--- config.mk ---
export PLATFORM = sky130hd
export DESIGN_NAME = dbg_apb_gate
export DESIGN_NICKNAME = d
export VERILOG_FILES = /design/src/rtl/dbg_gate_pkg.sv /design/src/rtl/dbg_addr_decode.sv /design/src/rtl/dbg_access_policy.sv /design/src/rtl/dbg_reg_model.sv /design/src/rtl/dbg_apb_gate.sv
export SDC_FILE = /design/constraint.sdc
export NUM_CORES = 1
export LEC_CHECK = 0
export BUFFER_PORTS_ARGS = -buffer_cell sky130_fd_sc_hd__buf_2
export CAP_MARGIN = 10
export CORE_MARGIN = 2
export CORE_UTILIZATION = 40
export DETAILED_ROUTE_END_ITERATION = 8
export SETUP_SLACK_MARGIN = 0.1
export SLEW_MARGIN = 20
export SYNTH_ARGS = -nofsm -noshare
export SYNTH_HDL_FRONTEND = slang
export SYNTH_SLANG_ARGS = --single-unit
--- constraint.sdc ---
create_clock -name clk -period 3.5 [get_ports clk]
set_input_delay 0.7 -clock clk [delete_from_list [all_inputs] [get_ports clk]]
set_output_delay 0.7 -clock clk [all_outputs]
set_load 0.05 [all_outputs]
--- src/rtl/dbg_gate_pkg.sv ---
package dbg_gate_pkg;

   typedef enum logic [1:0] {
      CLS_FIXED = 2'd0,
      CLS_GEN   = 2'd1,
      CLS_MGMT  = 2'd2
   } acc_cls_e;

   localparam logic [11:0] OFS_ID       = 12'h000;
   localparam logic [11:0] OFS_ECR      = 12'h024;
   localparam logic [11:0] OFS_RCR      = 12'h090;
   localparam logic [11:0] OFS_GEN_BASE = 12'h100;
   localparam logic [11:0] OFS_MGMT_LO  = 12'hF04;
   localparam logic [11:0] OFS_OSL      = 12'hF10;
   localparam logic [11:0] OFS_PSR      = 12'hF14;
   localparam logic [11:0] OFS_LAR      = 12'hFB0;
   localparam logic [11:0] OFS_LSR      = 12'hFB4;

endpackage

--- src/rtl/dbg_addr_decode.sv ---
module dbg_addr_decode
   import dbg_gate_pkg::*;
(
   input  logic [11:0] ofs,
   output acc_cls_e    cls,
   output logic        is_lar,
   output logic        is_psr
);

   always_comb begin
      if (ofs == OFS_ID || ofs == OFS_ECR || ofs == OFS_RCR)
         cls = CLS_FIXED;
      else if (ofs >= OFS_MGMT_LO)
         cls = CLS_MGMT;
      else
         cls = CLS_GEN;
   end

   assign is_lar = (ofs == OFS_LAR);
   assign is_psr = (ofs == OFS_PSR);

endmodule

--- src/rtl/dbg_access_policy.sv ---
module dbg_access_policy
   import dbg_gate_pkg::*;
(
   input  logic     clk,
   input  logic     rst_n,
   input  logic     access,
   input  logic     pwrite,
   input  logic     from_ext,
   input  acc_cls_e cls,
   input  logic     is_lar,
   input  logic     is_psr,
   input  logic     pwr_dn_req,
   input  logic     os_lock,
   input  logic     sw_lock,
   output logic     err,
   output logic     wr_en,
   output logic     sticky
);

   logic pwr_q;
   logic sticky_q;
   logic fault;
   logic blocked;
   logic clr_sticky;
   logic rise;

   assign fault      = (cls == CLS_GEN) && (pwr_dn_req || sticky_q || os_lock);
   assign blocked    = sw_lock && !from_ext && !(pwrite && is_lar);
   assign err        = access && fault;
   assign wr_en      = access && pwrite && !fault && !blocked;
   assign clr_sticky = access && !pwrite && !fault && !blocked && is_psr;
   assign rise       = pwr_dn_req && !pwr_q;

   always_ff @(posedge clk or negedge rst_n) begin
      if (!rst_n) begin
         pwr_q    <= 1'b0;
         sticky_q <= 1'b1;
      end else begin
         pwr_q <= pwr_dn_req;
         if (rise)
            sticky_q <= 1'b1;
         else if (clr_sticky)
            sticky_q <= 1'b0;
      end
   end

   assign sticky = sticky_q;

   AST_STICKY_ON_RISE: assert property (@(posedge clk) disable iff (!rst_n)
      $rose(pwr_dn_req) |=> sticky_q);

   AST_STICKY_HOLDS: assert property (@(posedge clk) disable iff (!rst_n)
      sticky_q && !(access && !pwrite && is_psr) |=> sticky_q);

   AST_OSLOCK_GEN_ERR: assert property (@(posedge clk) disable iff (!rst_n)
      access && cls == CLS_GEN && os_lock |-> err && !wr_en);

endmodule

--- src/rtl/dbg_reg_model.sv ---
module dbg_reg_model
   import dbg_gate_pkg::*;
#(
   parameter int          DATA_W     = 32,
   parameter int          NUM_GEN    = 8,
   parameter logic [31:0] ID_VALUE   = 32'h4D0B_1E57,
   parameter logic [31:0] UNLOCK_KEY = 32'hC0DE_F00D
)(
   input  logic              clk,
   input  logic              rst_n,
   input  logic [11:0]       ofs,
   input  logic [DATA_W-1:0] wdata,
   input  logic              wr_en,
   input  logic              pwr_dn_req,
   input  logic              sticky,
   output logic [DATA_W-1:0] rdata,
   output logic              sw_lock,
   output logic              os_lock
);

   localparam logic [DATA_W-1:0] ID_W  = DATA_W'(ID_VALUE);
   localparam logic [DATA_W-1:0] KEY_W = DATA_W'(UNLOCK_KEY);

   logic [DATA_W-1:0] ecr_q;
   logic [DATA_W-1:0] rcr_q;
   logic              sw_lock_q;
   logic              os_lock_q;
   logic [DATA_W-1:0] gen_q [NUM_GEN];
   logic [NUM_GEN-1:0] gen_hit;

   always_ff @(posedge clk or negedge rst_n) begin
      if (!rst_n) begin
         ecr_q     <= '0;
         rcr_q     <= '0;
         sw_lock_q <= 1'b1;
         os_lock_q <= 1'b0;
      end else if (wr_en) begin
         case (ofs)
            OFS_ECR: ecr_q     <= wdata;
            OFS_RCR: rcr_q     <= wdata;
            OFS_OSL: os_lock_q <= wdata[0];
            OFS_LAR: sw_lock_q <= (wdata != KEY_W);
            default: ;
         endcase
      end
   end

   for (genvar i = 0; i < NUM_GEN; i++) begin : g_bank
      assign gen_hit[i] = (ofs == 12'(OFS_GEN_BASE + 12'(4 * i)));
      always_ff @(posedge clk or negedge rst_n) begin
         if (!rst_n)
            gen_q[i] <= '0;
         else if (wr_en && gen_hit[i])
            gen_q[i] <= wdata;
      end
   end

   always_comb begin
      rdata = '0;
      case (ofs)
         OFS_ID:  rdata = ID_W;
         OFS_ECR: rdata = ecr_q;
         OFS_RCR: rdata = rcr_q;
         OFS_OSL: rdata[0] = os_lock_q;
         OFS_PSR: begin
            rdata[1] = sticky;
            rdata[0] = pwr_dn_req;
         end
         OFS_LSR: rdata[1] = sw_lock_q;
         default: ;
      endcase
      for (int i = 0; i < NUM_GEN; i++)
         if (gen_hit[i]) rdata = gen_q[i];
   end

   assign sw_lock = sw_lock_q;
   assign os_lock = os_lock_q;

   AST_SWLOCK_KEEPS: assert property (@(posedge clk) disable iff (!rst_n)
      !wr_en |=> $stable(sw_lock_q));

   AST_ECR_KEEPS: assert property (@(posedge clk) disable iff (!rst_n)
      !wr_en |=> $stable(ecr_q));

endmodule

--- src/rtl/dbg_apb_gate.sv ---
module dbg_apb_gate
   import dbg_gate_pkg::*;
#(
   parameter int          ADDR_W     = 32,
   parameter int          DATA_W     = 32,
   parameter int          NUM_GEN    = 8,
   parameter logic [31:0] ID_VALUE   = 32'h4D0B_1E57,
   parameter logic [31:0] UNLOCK_KEY = 32'hC0DE_F00D
)(
   input  logic              clk,
   input  logic              rst_n,
   input  logic              psel,
   input  logic              penable,
   input  logic              pwrite,
   input  logic [ADDR_W-1:0] paddr,
   input  logic [DATA_W-1:0] pwdata,
   output logic [DATA_W-1:0] prdata,
   output logic              pready,
   output logic              pslverr,
   input  logic              pwr_dn_req
);

   localparam int EXT_BIT = ADDR_W - 1;

   if (ADDR_W < 13 || ADDR_W > 64) begin : g_bad_addr
      $error("dbg_apb_gate: ADDR_W must lie in 13..64");
   end
   if (DATA_W < 8 || DATA_W > 32) begin : g_bad_data
      $error("dbg_apb_gate: DATA_W must lie in 8..32");
   end
   if (NUM_GEN < 1 || NUM_GEN > 64) begin : g_bad_gen
      $error("dbg_apb_gate: NUM_GEN must lie in 1..64");
   end

   logic [11:0]       ofs;
   logic              access;
   logic              from_ext;
   acc_cls_e          cls;
   logic              is_lar;
   logic              is_psr;
   logic              err;
   logic              wr_en;
   logic              sticky;
   logic              sw_lock;
   logic              os_lock;
   logic [DATA_W-1:0] rdata_raw;
   logic              unused_addr;

   assign ofs         = paddr[11:0];
   assign from_ext    = paddr[EXT_BIT];
   assign access      = psel && penable;
   assign unused_addr = ^paddr[ADDR_W-2:12];

   dbg_addr_decode u_dec (
      .ofs    (ofs),
      .cls    (cls),
      .is_lar (is_lar),
      .is_psr (is_psr)
   );

   dbg_access_policy u_pol (
      .clk        (clk),
      .rst_n      (rst_n),
      .access     (access),
      .pwrite     (pwrite),
      .from_ext   (from_ext),
      .cls        (cls),
      .is_lar     (is_lar),
      .is_psr     (is_psr),
      .pwr_dn_req (pwr_dn_req),
      .os_lock    (os_lock),
      .sw_lock    (sw_lock),
      .err        (err),
      .wr_en      (wr_en),
      .sticky     (sticky)
   );

   dbg_reg_model #(
      .DATA_W     (DATA_W),
      .NUM_GEN    (NUM_GEN),
      .ID_VALUE   (ID_VALUE),
      .UNLOCK_KEY (UNLOCK_KEY)
   ) u_regs (
      .clk        (clk),
      .rst_n      (rst_n),
      .ofs        (ofs),
      .wdata      (pwdata),
      .wr_en      (wr_en),
      .pwr_dn_req (pwr_dn_req),
      .sticky     (sticky),
      .rdata      (rdata_raw),
      .sw_lock    (sw_lock),
      .os_lock    (os_lock)
   );

   assign pready  = access;
   assign pslverr = err;
   assign prdata  = err ? '0 : rdata_raw;

   AST_ERR_WITH_READY: assert property (@(posedge clk) disable iff (!rst_n)
      pslverr |-> pready && psel && penable);

   AST_NONGEN_NO_ERR: assert property (@(posedge clk) disable iff (!rst_n)
      access && cls != CLS_GEN |-> !pslverr);

   AST_LOCKED_DROP: assert property (@(posedge clk) disable iff (!rst_n)
      access && pwrite && sw_lock && !from_ext && !is_lar |-> !wr_en);

   AST_EXT_BYPASS: assert property (@(posedge clk) disable iff (!rst_n)
      access && pwrite && from_ext && !pslverr |-> wr_en);

endmodule

# [Word-level counts from Yosys, hierarchy flattened]
# Cells that the tools add are included.
[classes] n_addsub=0 mul=0 div=0 order_cmp=1 eq_ne=16 shift=0 muxes=16 bitwise=0 n_reduce_logical=38
[op_table] cell="two-way mux 32 bit" count=9
[op_table] cell="== test 12 x 9 -> 1 bit (second input constant)" count=8
[op_table] cell="one-hot mux 30 bit (3 select lines)" count=1
[op_table] cell="== test 12 bit (second input constant)" count=4
[op_table] cell="inequality test 32 bit (second input constant)" count=1
[op_table] cell="logical AND 1 bit" count=22
[op_table] cell="== test 12 x 6 -> 1 bit (second input constant)" count=1
[op_table] cell="== test 12 x 8 -> 1 bit (second input constant)" count=1
[op_table] cell=">= comparator 12 bit (second input constant)" count=1
[op_table] cell="zero test 12 bit" count=1
[op_table] cell="one-hot mux 1 bit (5 select lines)" count=2
[op_table] cell="AND reduction 2 bit" count=4
[op_table] cell="zero test 1 bit" count=6
[op_table] cell="logical OR 1 bit" count=4
[op_table] cell="two-way mux 2 bit" count=2
[op_table] cell="== test 2 x 1 -> 1 bit (second input constant)" count=1
[op_table] cell="two-way mux 1 bit" count=2
[op_table] cell="nonzero test 2 bit" count=1
[totals] ff_bits=324 latch_bits=0 mem_bits_rw=0 rom_bits=0 inputBits=70 mem_count=0

# [Logic depth before layout (Yosys ltp)]
# Gate-level depths: netlist (run 1).
[depth] depth_word=12 ltp_mapped=9 mapped_depth_nobuf=5

# [Cells and area by module]
# From an unflattened synthesis (run 1), not the netlist that was laid out.
[hier_totals] hier_cells=1350 area_unflattened_um2=16348.2
[modules_own_cells] mod="dbg_reg_model" instances=1 cells_per_inst=1284 area_per_inst_um2=15876.5
[modules_own_cells] mod="dbg_apb_gate" instances=1 cells_per_inst=36 area_per_inst_um2=229.0
[modules_own_cells] mod="dbg_access_policy" instances=1 cells_per_inst=13 area_per_inst_um2=126.4
[modules_own_cells] mod="dbg_addr_decode" instances=1 cells_per_inst=17 area_per_inst_um2=116.4

# [Worst setup path before layout (run 1)]
# OpenSTA, ideal clock, no wires.
[synth_path] path_kind="input-to-output" from="input port paddr[2]" to="output port prdata[10]" arrival_time_ns=3.635 t_required_ns=2.800 path_slack_ns=-0.835 cell_stages=8 path_buffers=3 cell_sequence="buf_2 nor4_2 clkbuf_1 buf_2 nand2_1 o2bb2ai_1 a22oi_1 nor4_1"
[synth_between] elab_chain_cells=11 elab_cells_between_ends=29
[synth_lines] item="start, declared" line_no="dbg_apb_gate.sv:15" text="input logic [ADDR_W-1:0] paddr,"
[synth_lines] item="== test 12 x 8 -> 1 bit (tied with other cells)" line_no="dbg_addr_decode.sv:11, dbg_reg_model.sv:60"
[synth_lines] item="one-hot mux 30 bit (3 select lines)" line_no="dbg_reg_model.sv:60" text="case (ofs)"
[synth_lines] item="two-way mux 32 bit (8 in series)" line_no="dbg_reg_model.sv:73" text="if (gen_hit[i]) rdata = gen_q[i];"
[synth_lines] item="two-way mux 32 bit (*)" line_no="dbg_apb_gate.sv:98" text="assign prdata = err ? '0 : rdata_raw;"
[synth_lines] item="end, declared" line_no="dbg_apb_gate.sv:17" text="output logic [DATA_W-1:0] prdata,"
# Every way passes the cells marked *; elsewhere a longest branch is shown, timed or not.

# [Final worst setup path (run 1)]
[layout_path] from="input port paddr[9]" to="output port prdata[22]"
# Same word-level chain as after synthesis.

==> reports/results.env, run 1 <==
MULTI_INPUT_AREA_UM2=8522
SYNTH.FF_LATCH_COUNT=324
POST-ROUTE-DRC-COUNT=0
SYNTH_ASYNC_RESET_RATIO=1.000
SETUP.WORST_PATH.CLASS='in2out'
GRTUSAGETOTAL=0.2637
CTS_TREE='yes'
REGAREA_UM2=8110
FINAL-HOLD-VIOLATION-COUNT=0
INTERNAL_POWER_W=0.006226
CP_MAX_FO=8
DETAIL-ROUTE-ANTENNA-NETS=0
MAX_CAP_VIOLATIONS=0
PORT_BUFFERS=84
TRITONCTS.NUM_BUFFERS=38
ROUTED_WIRE_LENGTH_PER_INSTANCE_UM=27.46
FINALNETCOUNT=1594
DOMINANTREGCELLSYNTH='sky130_fd_sc_hd__dfrtp_1'
PLACE_WS_PS=-99.36
SYNTHSIMPLEGATEAREAFRAC=0.07614
SETUP_VIOLATIONS=0
MIN-DELAY-PATH-CLASS='in2async'
REQUIRED_PS=2800
FINALCRITPERIODSHARE=0.9870
WORST_CLOCK_SKEW_PS=13.79
CTS-HOLD-FIX-BUFFERS=0
POST_ROUTE_SETUP_TNS_PS=0
YOSYS.CELL_TYPES.COUNT=69
IO_PINS=104
SYNTH_TOP_FAMILY_BY_AREA='multiplexers'
FINAL_CELL_AREA_UM2=21100
SYNTH_MUX_AREA_FRAC=0.2481
GRT_PASS1_WL_UM=85260
CRITICAL_PATH_CAPTURE_POINT_TYPE='output port'
SYNTH_WARNINGS=0
SYNTH_AREA_PER_CELL_UM2=12.19
P_SEQ_FRAC=0.454
WORSTPATHARRIVAL_PS=2750
SWITCHING_POWER_W=0.002025
REG2REG_SLACK_PS=1210
DIE_WIDTH_UM=208.3
ROUTED_WL_UM=57220
COMBINATIONALPOWERSHARE=0.069
CLOCK_TREE.BUFFER_DEPTH=3
TIGHTEST_SLEW_PS=782.4
SWITCHING_SHARE=0.2454
LARGEST_NET_DEGREE_AT_THE_START_OF_GLOBAL_ROUTING=93
PLACE.DETAILED.HPWL_UM=35330
CTS.REPORTEDPATHS.CLKPINSLEW_PS=50
NET_COUNT_AFTER_SYNTHESIS=1439
POWER-PER-CELL-AREA_nW_PER_UM2=391.1
VDD.IR_DROP.WORST_mV=0.3521
PLACEABLECOREAREA_UM2=41020
FP.DIEAREA_UM2=43390
SYNTH_ENABLE_FLOP_CELLS=0
POSTSYNTHCELLCOUNT=1369
FP-ROW-COUNT=74
VIAS_PER_CELL=6.100
TIMING.CRITICAL_PATH.FROM_TYPE='input port'
YOSYS.AREA_SHARE.XOR_XNOR=0.0005246
INITIAL_CORE_UTIL=0.4070
POWER.CLOCK.FRACTION=0.477
SYNTHESIS.AREA_UM2=16690
FIN_UTIL=0.5144
RELSLEWSLACK=0.4784
CLOCK_TREE.HTREE_LEVEL_COUNT=2
SYNTH_COMPOUND_AREA_FRAC=0.1462
DRT_FIRST_ITER_VIOLATIONS=1277
VIA_COUNT=12710
YS_SEQ_AREA_FRAC=0.4858
DIE_H_UM=208.3
NUMBER_OF_FILL_CELLS=3536
MIN_PERIOD_PS=3455
INSERTEDDIODECOUNT=0
FMAX_MHz=289.5
CLOCK_LATENCY_PS=570
POST-ROUTE-WORST-SETUP-SLACK_PS=45.40
ANTENNA_FOUND_INITIAL=2
DRT-PASS1-ITER-COUNT=6
SYNTH_ADDER_AREA_SHARE=0
LAYOUT-DRIVE-GT1-SHARE=0.3293
OUTCOME='completed'
AREA_GROWTH_SYN_TO_LAYOUT_PCT=26.38
NUMCLOCKSINKS=324
RSZ0062_AT_GRT='yes'
FIN_TOTAL_PWR_W=0.008252
GRT_PASS1_VIAS=12960
P_LEAK_nW=10.13
GRT_OVERFLOW_TOTAL=0
PLACEDINSTANCEAREA_UM2=19280
GP_CONGESTION=0.8586
FINAL_COUNT_OF_PINS_VIOLATING_MAX_SLEW=0
LIBRARY_CELL_USED_AS_CLOCK_ROOT_BUFFER='sky130_fd_sc_hd__clkbuf_16'
## flip-flops by register name, indices dropped and copies added, names as in the netlist
| register | count |
|---|---|
| u_pol.pwr_q | 1 |
| u_pol.sticky | 1 |
| u_regs.rcr_q | 32 |
| u_regs.sw_lock | 1 |
| u_regs.ecr_q | 32 |
| u_regs.os_lock | 1 |
| u_regs.gen_q | 256 |
## power groups by stage
stage	clock network [W]	logic, W	registers (W)
after global placement	0	0.000525	0.00382
after detailed placement	0	0.000530	0.00382
final	0.00393	0.000570	0.00375
after global routing	0.00415	0.000605	0.00375
after CTS	0.00401	0.000561	0.00375
after floorplan	0	0.000225	0.00382
## kinds of logic (layout without fill, tap and decap cells)
family,after synthesis,count (layout)
simple gates,211,211
buf+inv,151,334
flops,324,324
compound gates,343,343
mux,339,339
xor+xnor,1,1
## worst paths after layout
check                      depth (start not counted)           start                 to
min in group clk                                   1      pwr_dn_req        u_pol.pwr_q
max                                               10        paddr[9]         prdata[22]
max reg2reg                                        5  u_regs.sw_lock  u_regs.gen_q[225]
min                                                1           rst_n  u_regs.gen_q[114]
min reg2reg                                        1     u_pol.pwr_q       u_pol.sticky
max in group asynchronous                          2           rst_n   u_regs.rcr_q[19]
## layer usage
layer	vias to the layer above	routed length, µm	track usage
li1	5420	-	-
met1	6619	25050	0.3682
met2	552	25750	0.4036
met3	121	4429	0.05147
met4	0	1999	0.1049
met5	-	0	0
## placed cells by master, fill, tap and decap left out, types with 31 or more instances in the layout
| cell type | count |
|---|---|
| sky130_fd_sc_hd__buf_12 | 33 |
| sky130_fd_sc_hd__o22ai_1 | 43 |
| sky130_fd_sc_hd__nand2_1 | 56 |
| sky130_fd_sc_hd__dfrtp_1 | 322 |
| sky130_fd_sc_hd__o2bb2ai_1 | 37 |
| sky130_fd_sc_hd__clkbuf_16 | 39 |
| sky130_fd_sc_hd__buf_4 | 134 |
| sky130_fd_sc_hd__buf_6 | 43 |
| sky130_fd_sc_hd__buf_2 | 44 |
| sky130_fd_sc_hd__mux2_1 | 228 |
| sky130_fd_sc_hd__o21ai_0 | 49 |
| sky130_fd_sc_hd__mux2_4 | 90 |
| sky130_fd_sc_hd__a22oi_1 | 31 |
## cell type report
class / instances / share of cell area
multi-input cells: 894 / 0.4039
flip-flops and latches: 324 / 0.3844
repair buffers: 262 / 0.1214
clock buffers: 54 / 0.05082
well taps: 532 / 0.03155
clock inverters: 14 / 0.007235
inverters: 4 / 0.0007116
## Yosys cell counts (3+ instances only)
cell type                     n  area (µm²)
sky130_fd_sc_hd__a2bb2oi_1    9       78.83
sky130_fd_sc_hd__mux2_2      10       112.6
sky130_fd_sc_hd__nand4_1      6       37.54
sky130_fd_sc_hd__nor2b_1     28       175.2
sky130_fd_sc_hd__nor3_1      11       55.05
sky130_fd_sc_hd__o22ai_1     45       281.5
sky130_fd_sc_hd__a22oi_1     35       262.8
sky130_fd_sc_hd__nor2_1      26       97.59
sky130_fd_sc_hd__clkbuf_1    91       341.6
sky130_fd_sc_hd__nand2_1     57       214.0
sky130_fd_sc_hd__or3_1        5       31.28
sky130_fd_sc_hd__nor4_1       9       56.30
sky130_fd_sc_hd__mux2i_1     11       110.1
sky130_fd_sc_hd__a21o_1      20       150.1
sky130_fd_sc_hd__o21ai_0     55       275.3
sky130_fd_sc_hd__inv_1        4       15.01
sky130_fd_sc_hd__mux2_1     228        2567
sky130_fd_sc_hd__dfrtp_1    322        8058
sky130_fd_sc_hd__a31oi_1     20       125.1
sky130_fd_sc_hd__nor3_2       5       50.05
sky130_fd_sc_hd__nand3_1     15       75.07
sky130_fd_sc_hd__buf_1        8       30.03
sky130_fd_sc_hd__o31a_1       4       35.03
sky130_fd_sc_hd__o211ai_1     9       67.56
sky130_fd_sc_hd__buf_4       13       97.59
sky130_fd_sc_hd__o2bb2ai_1   38       332.8
sky130_fd_sc_hd__and2_1       5       31.28
sky130_fd_sc_hd__buf_6       10       112.6
sky130_fd_sc_hd__mux2_4      90        1351
sky130_fd_sc_hd__a221oi_1     4       35.03
sky130_fd_sc_hd__or4_1        3       22.52
sky130_fd_sc_hd__and4_1       3       26.28
sky130_fd_sc_hd__buf_2       25       125.1
sky130_fd_sc_hd__o22a_1       8       70.07
sky130_fd_sc_hd__nand2b_1     7       43.79
sky130_fd_sc_hd__a211oi_1    37       277.8
sky130_fd_sc_hd__o21bai_1     6       45.04
sky130_fd_sc_hd__a222oi_1    13       130.1
sky130_fd_sc_hd__a21oi_1     24       120.1
sky130_fd_sc_hd__and3_1       5       31.28
sky130_fd_sc_hd__nor4b_2      4       60.06
## worst max-delay path, stage by stage
cell and delay, ps:
sky130_fd_sc_hd__buf_6 90, sky130_fd_sc_hd__or4b_4 530, sky130_fd_sc_hd__buf_6 160, sky130_fd_sc_hd__nor2_8 210, sky130_fd_sc_hd__buf_12 170, sky130_fd_sc_hd__a222oi_1 90
sky130_fd_sc_hd__o21bai_1 170, sky130_fd_sc_hd__buf_4 150, sky130_fd_sc_hd__a211oi_4 300, sky130_fd_sc_hd__buf_12 180
## through the flow
step,hold WS [ps],instances
3_5_place_dp,388.3,1999
4_1_cts,185.5,2079
6_report,159.6,2084
2_1_floorplan,366.2,1369
3_3_place_gp,377.5,1999
5_1_grt,229.8,2084
## timing repair
item,in CTS,in global routing
cloned,4,0
resized for setup,70,40
pin swaps,11,10
setup buffers,8,5
setup endpoints to repair,32,32
endpoints found under the hold margin,0,0
No activity file was read; power rests on OpenSTA's default activity.
==> run 2, diff against run 1 <==
PLACE_DENSITY = 0.67   (was not set)
SYNTH_HIERARCHICAL = 1   (was not set)
==> run 2 against run 1 <==
  * The flow now finishes with violations (negative setup slack)
  * Power rose by 1.0%
  * Clock power up 1%
  * Flip-flop and latch count did not move
  * Non-clock buffer count is 70 higher
  * Clock skew increased by 4.4 ps
  * Critical path depth increased by 2
  * Sequential share of layout area decreased by 1.2 points
  * Global-route usage about the same
  * Routed wire length decreased by 0.23%
  * Highest routed layer unchanged
  * Sequential power about the same
  * Largest cell class unchanged
  * Die area down 2.0%
==> reports/results.env, run 2 <==
SWITCHING_SHARE=0.2366  # was 0.2454
SETUP_VIOLATIONS=29  # was 0
DETAIL-ROUTE-ANTENNA-NETS=0  # unchanged
TIGHTEST_SLEW_PS=766.8  # was 782.4 ps
YOSYS.AREA.TOP_TYPE_SHARE=0.4929  # was 0.4827
POWER-PER-CELL-AREA_nW_PER_UM2=382.3  # was 391.1 nW/µm²
OUTCOME='complete, but fails checks'  # was completed
FINAL-HOLD-VIOLATION-COUNT=0  # unchanged
SYNTH_ENABLE_FLOP_CELLS=0  # unchanged
GRT_OVERFLOW_TOTAL=0  # unchanged
CTS_TREE='yes'  # unchanged
YS_TOP_CELLS_BY_AREA='sky130_fd_sc_hd__dfrtp_1 49%, sky130_fd_sc_hd__mux2_2 20%, sky130_fd_sc_hd__mux2_4 2.8%'  # was sky130_fd_sc_hd__dfrtp_1 48%, sky130_fd_sc_hd__mux2_1 15%, sky130_fd_sc_hd__mux2_4 8.1%
SWITCHING_POWER_W=0.001972  # was 0.002025 W
REQUIRED_PS=2800  # about the same
DRT-PASS1-ITER-COUNT=7  # was 6
POST-SYNTH-TOP-COUNT-CELL='sky130_fd_sc_hd__dfrtp_1'  # unchanged
ANTENNA_FOUND_INITIAL=2  # unchanged
SYNTH_WARNINGS=6  # was 0
SYNTH_ASYNC_RESET_RATIO=1.000  # unchanged
POST-SYNTH-TOP-AREA-CELL='sky130_fd_sc_hd__dfrtp_1'  # unchanged
WORST_CLOCK_SKEW_PS=18.20  # was 13.79 ps
YOSYS.CELL_TYPES.COUNT=83  # was 69
DPL.CELL_COUNT=2029  # was 1999
NUMCLOCKSINKS=324  # unchanged
TIMING.CRITICAL_PATH.FROM_TYPE='input port'  # unchanged
CRITPATHMAXSTAGEDELAY_PS=400  # was 530 ps
VDD.IR_DROP.WORST_mV=0.2550  # was 0.3521 mV
ROUTED_WL_UM=57090  # was 57220 µm
MIN-DELAY-PATH-CLASS='in2async'  # unchanged
CRITICAL_PATH_CAPTURE_POINT_TYPE='output port'  # unchanged
CTS-HOLD-FIX-BUFFERS=0  # unchanged
GP_CONGESTION=0.8872  # was 0.8586
FP-ROW-COUNT=74  # unchanged
SYNTH_AREA_PER_CELL_UM2=12.11  # was 12.19 µm²
GRTUSAGETOTAL=0.2637  # about the same
RELSLEWSLACK=0.4888  # was 0.4784
SETUP.WORST_PATH.CLASS='in2out'  # unchanged
MOST_COMMON_CELL_ON_CRIT_PATH='sky130_fd_sc_hd__buf_4'
FIN_UTIL=0.5376  # was 0.5144
PORT_BUFFERS=84  # unchanged
CRIT_BUF_INV=6  # was 5
LAYOUT-DRIVE-GT1-SHARE=0.5318  # was 0.3293
RSZ0062_AT_GRT='yes'  # unchanged
INITIAL_CORE_UTIL=0.4031  # was 0.4070
TRITONCTS.NUM_BUFFERS=36  # was 38
LARGEST_NET_DEGREE_AT_THE_START_OF_GLOBAL_ROUTING=94  # was 93
POST-ROUTE-WORST-SETUP-SLACK_PS=-210.0  # was 45.40 ps
ROUTED_WIRE_LENGTH_PER_INSTANCE_UM=26.54  # was 27.46 µm
DIE_WIDTH_UM=206.2  # was 208.3 µm
YS_SEQ_AREA_FRAC=0.4961  # was 0.4858
CLOCK_TREE.BUFFER_DEPTH=3  # unchanged
VIAS_PER_CELL=6.109  # was 6.100
CRITICAL_PATH.TOP_DELAY_FAMILY='buffers and inverters'  # unchanged
CLOCK_TREE.HTREE_LEVEL_COUNT=2  # unchanged
VIA_COUNT=13140  # was 12710
CP_MAX_FO=9  # was 8
REGMOSTFLOPS='u_regs/gen_q'  # was u_regs.gen_q
FP.DIEAREA_UM2=42500  # was 43390 µm²
VIOLATIONS_IN_THE_FINAL_REPORTS='negative setup slack'
POST-ROUTE-DRC-COUNT=0  # unchanged
P_LEAK_nW=10.61  # was 10.13 nW
NUMBER_OF_FILL_CELLS=3400  # was 3536
LIBRARY_CELL_USED_AS_CLOCK_ROOT_BUFFER='sky130_fd_sc_hd__clkbuf_16'  # unchanged
MIN_PERIOD_PS=3710  # was 3455 ps
POSTSYNTHCELLCOUNT=1350  # was 1369
SYNTHESIS.AREA_UM2=16350  # was 16690 µm²
FINAL_COUNT_OF_PINS_VIOLATING_MAX_SLEW=0  # unchanged
P_SEQ_FRAC=0.450  # was 0.454
MOST_FREQUENT_CELLS_IN_THE_LAYOUT='322 x sky130_fd_sc_hd__dfrtp_1, 287 x sky130_fd_sc_hd__mux2_2, 167 x sky130_fd_sc_hd__buf_4'  # was 322 x sky130_fd_sc_hd__dfrtp_1, 228 x sky130_fd_sc_hd__mux2_1, 134 x sky130_fd_sc_hd__buf_4
MOST_COMMON_LIBRARY_CELL_IN_THE_LAYOUT_IGNORING_FILL_AND_TAPS='sky130_fd_sc_hd__dfrtp_1'  # unchanged
PLACE.DETAILED.HPWL_UM=36070  # was 35330 µm
MAX_CAP_VIOLATIONS=0  # unchanged
TOP_REGS='u_regs/gen_q: 256 flops, u_regs/ecr_q: 32 flops, u_regs/rcr_q: 32 flops'  # was u_regs.gen_q: 256 flops, u_regs.ecr_q: 32 flops, u_regs.rcr_q: 32 flops
COMBINATIONALPOWERSHARE=0.073  # was 0.069
POWER.CLOCK.FRACTION=0.478  # was 0.477
DRT_FIRST_ITER_VIOLATIONS=1184  # was 1277
IO_PINS=104  # unchanged
SYNTH.TOP_CELLS.BY_COUNT='322 x sky130_fd_sc_hd__dfrtp_1, 287 x sky130_fd_sc_hd__mux2_2, 70 x sky130_fd_sc_hd__o21ai_0'  # was 322 x sky130_fd_sc_hd__dfrtp_1, 228 x sky130_fd_sc_hd__mux2_1, 91 x sky130_fd_sc_hd__clkbuf_1
SYNTH.FF_LATCH_COUNT=324  # unchanged
PLACEABLECOREAREA_UM2=40550  # was 41020 µm²
FINALNETCOUNT=1662  # was 1594
CLOCK_LATENCY_PS=550  # was 570 ps
NET_COUNT_AFTER_SYNTHESIS=1420  # was 1439
TIMING.CRITICAL_PATH.DEPTH=12  # was 10
DOMINANTREGCELLSYNTH='sky130_fd_sc_hd__dfrtp_1'  # unchanged
FINALNONFILLERCELLS=2151  # was 2084
LARGEST_REGISTER_FFS=256  # unchanged
FINALCRITPERIODSHARE=1.060  # was 0.9870
WORST_R2R_PATH_DEPTH=6  # was 5
DIE_H_UM=206.2  # was 208.3 µm
GRT_PASS1_WL_UM=83190  # was 85260 µm
CTS.REPORTEDPATHS.CLKPINSLEW_PS=60  # was 50 ps
AREA_GROWTH_SYN_TO_LAYOUT_PCT=33.37  # was 26.38%
GRT_PASS1_VIAS=13280  # was 12960
WORSTPATHCELLLIST='buf_4 -> or3_4 -> buf_6 -> nor4_4 -> buf_4 -> buf_12 -> a2bb2oi_1 -> a22o_1 -> a32oi_2 -> buf_4 -> nor2b_4 -> buf_8'  # was buf_6 -> or4b_4 -> buf_6 -> nor2_8 -> buf_12 -> a222oi_1 -> o21bai_1 -> buf_4 -> a211oi_4 -> buf_12
INTERNAL_POWER_W=0.006364  # was 0.006226 W
WORSTPATHARRIVAL_PS=3010  # was 2750 ps
SLOWEST_STAGE='sky130_fd_sc_hd__or3_4'  # was sky130_fd_sc_hd__or4b_4
FMAX_MHz=269.5  # was 289.5 MHz
## run 2: what timing repair did
item / CTS / global route
endpoints found under the setup margin: 33 / 33
cloned: 4 / 3
resized for setup: 211 / 48
pin swaps: 62 / 36
setup buffers: 27 / 26
## run 2: path summary, 6_finish.rpt
| check | end | start | slack, ps |
|---|---|---|---|
| worst min-delay path | u_regs/gen_q[137] | rst_n | 220 |
| worst max-delay path | prdata[24] | paddr[10] | -210 |
| max in group asynchronous | u_regs/gen_q[21] | rst_n | 2260 |
| worst min register to register | u_pol/sticky | u_pol/pwr_q | 380 |
| min in group clk | u_pol/sticky | u_pol/pwr_q | 380 |
| worst max register to register | u_regs/gen_q[104] | u_pol/sticky | 1330 |
## run 2: cell families (layout without fill, tap and decap cells)
| family | after synthesis | count (layout) | synth area share |
|---|---|---|---|
| other | 0 | 2 | 0 |
| DFF | 324 | 324 | 0.4961 |
| AOI/OAI and AO/OA | 306 | 306 | 0.1303 |
| and+or+nand+nor | 214 | 214 | 0.07875 |
| buffers and inverters | 143 | 410 | 0.03911 |
| muxes | 362 | 362 | 0.2552 |
| xor gates and xnor gates | 1 | 1 | 0.0005358 |
## run 2: metrics by stage
step,worst slack (ps),cell area (µm²),setup TNS [ps],hold slack [ps],power (W)
floorplan,-49.42,16570,-49.42,358.3,0.004017
global route,-304.3,21800,-5180,271.0,0.008556
CTS,-156.1,21320,-1604,241.9,0.008318
finish,-210.0,21800,-3008,222.8,0.008336
global placement,-715.1,18990,-11730,366.2,0.004319
detailed placement,-719.6,18990,-11020,377.4,0.004328
## run 2: final cells by class
cell class	count	area (µm²)	area share
multi-input combinational	883	8432	0.3867
antenna	2	5.005	0.0002295
tap	532	665.6	0.03053
sequential	324	8110	0.3720
timing repair buffer	332	3302	0.1514
clock buffer	52	1064	0.04878
clock inverter	11	168.9	0.007747
inverter	15	56.30	0.002582
## run 2: power by group through the flow
stage | registers [W] | logic [W] | clock network [W]
after floorplan | 0.00382 | 0.000200 | 0
final | 0.00375 | 0.000605 | 0.00398
after global placement | 0.00382 | 0.000503 | 0
after global routing | 0.00375 | 0.000641 | 0.00417
after detailed placement | 0.00382 | 0.000512 | 0
after CTS | 0.00375 | 0.000558 | 0.00401
## run 2: routing by layer
| metal | track usage | up-vias | share of wire | wire length (µm) |
|---|---|---|---|---|
| met3 | 0.04541 | 180 | 0.076 | 4333 |
| li1 | - | 5528 | - | - |
| met1 | 0.3439 | 6803 | 0.41 | 23210 |
| met2 | 0.4227 | 630 | 0.46 | 26490 |
| met4 | 0.1339 | 0 | 0.054 | 3055 |
| met5 | 0 | - | 0 | 0 |
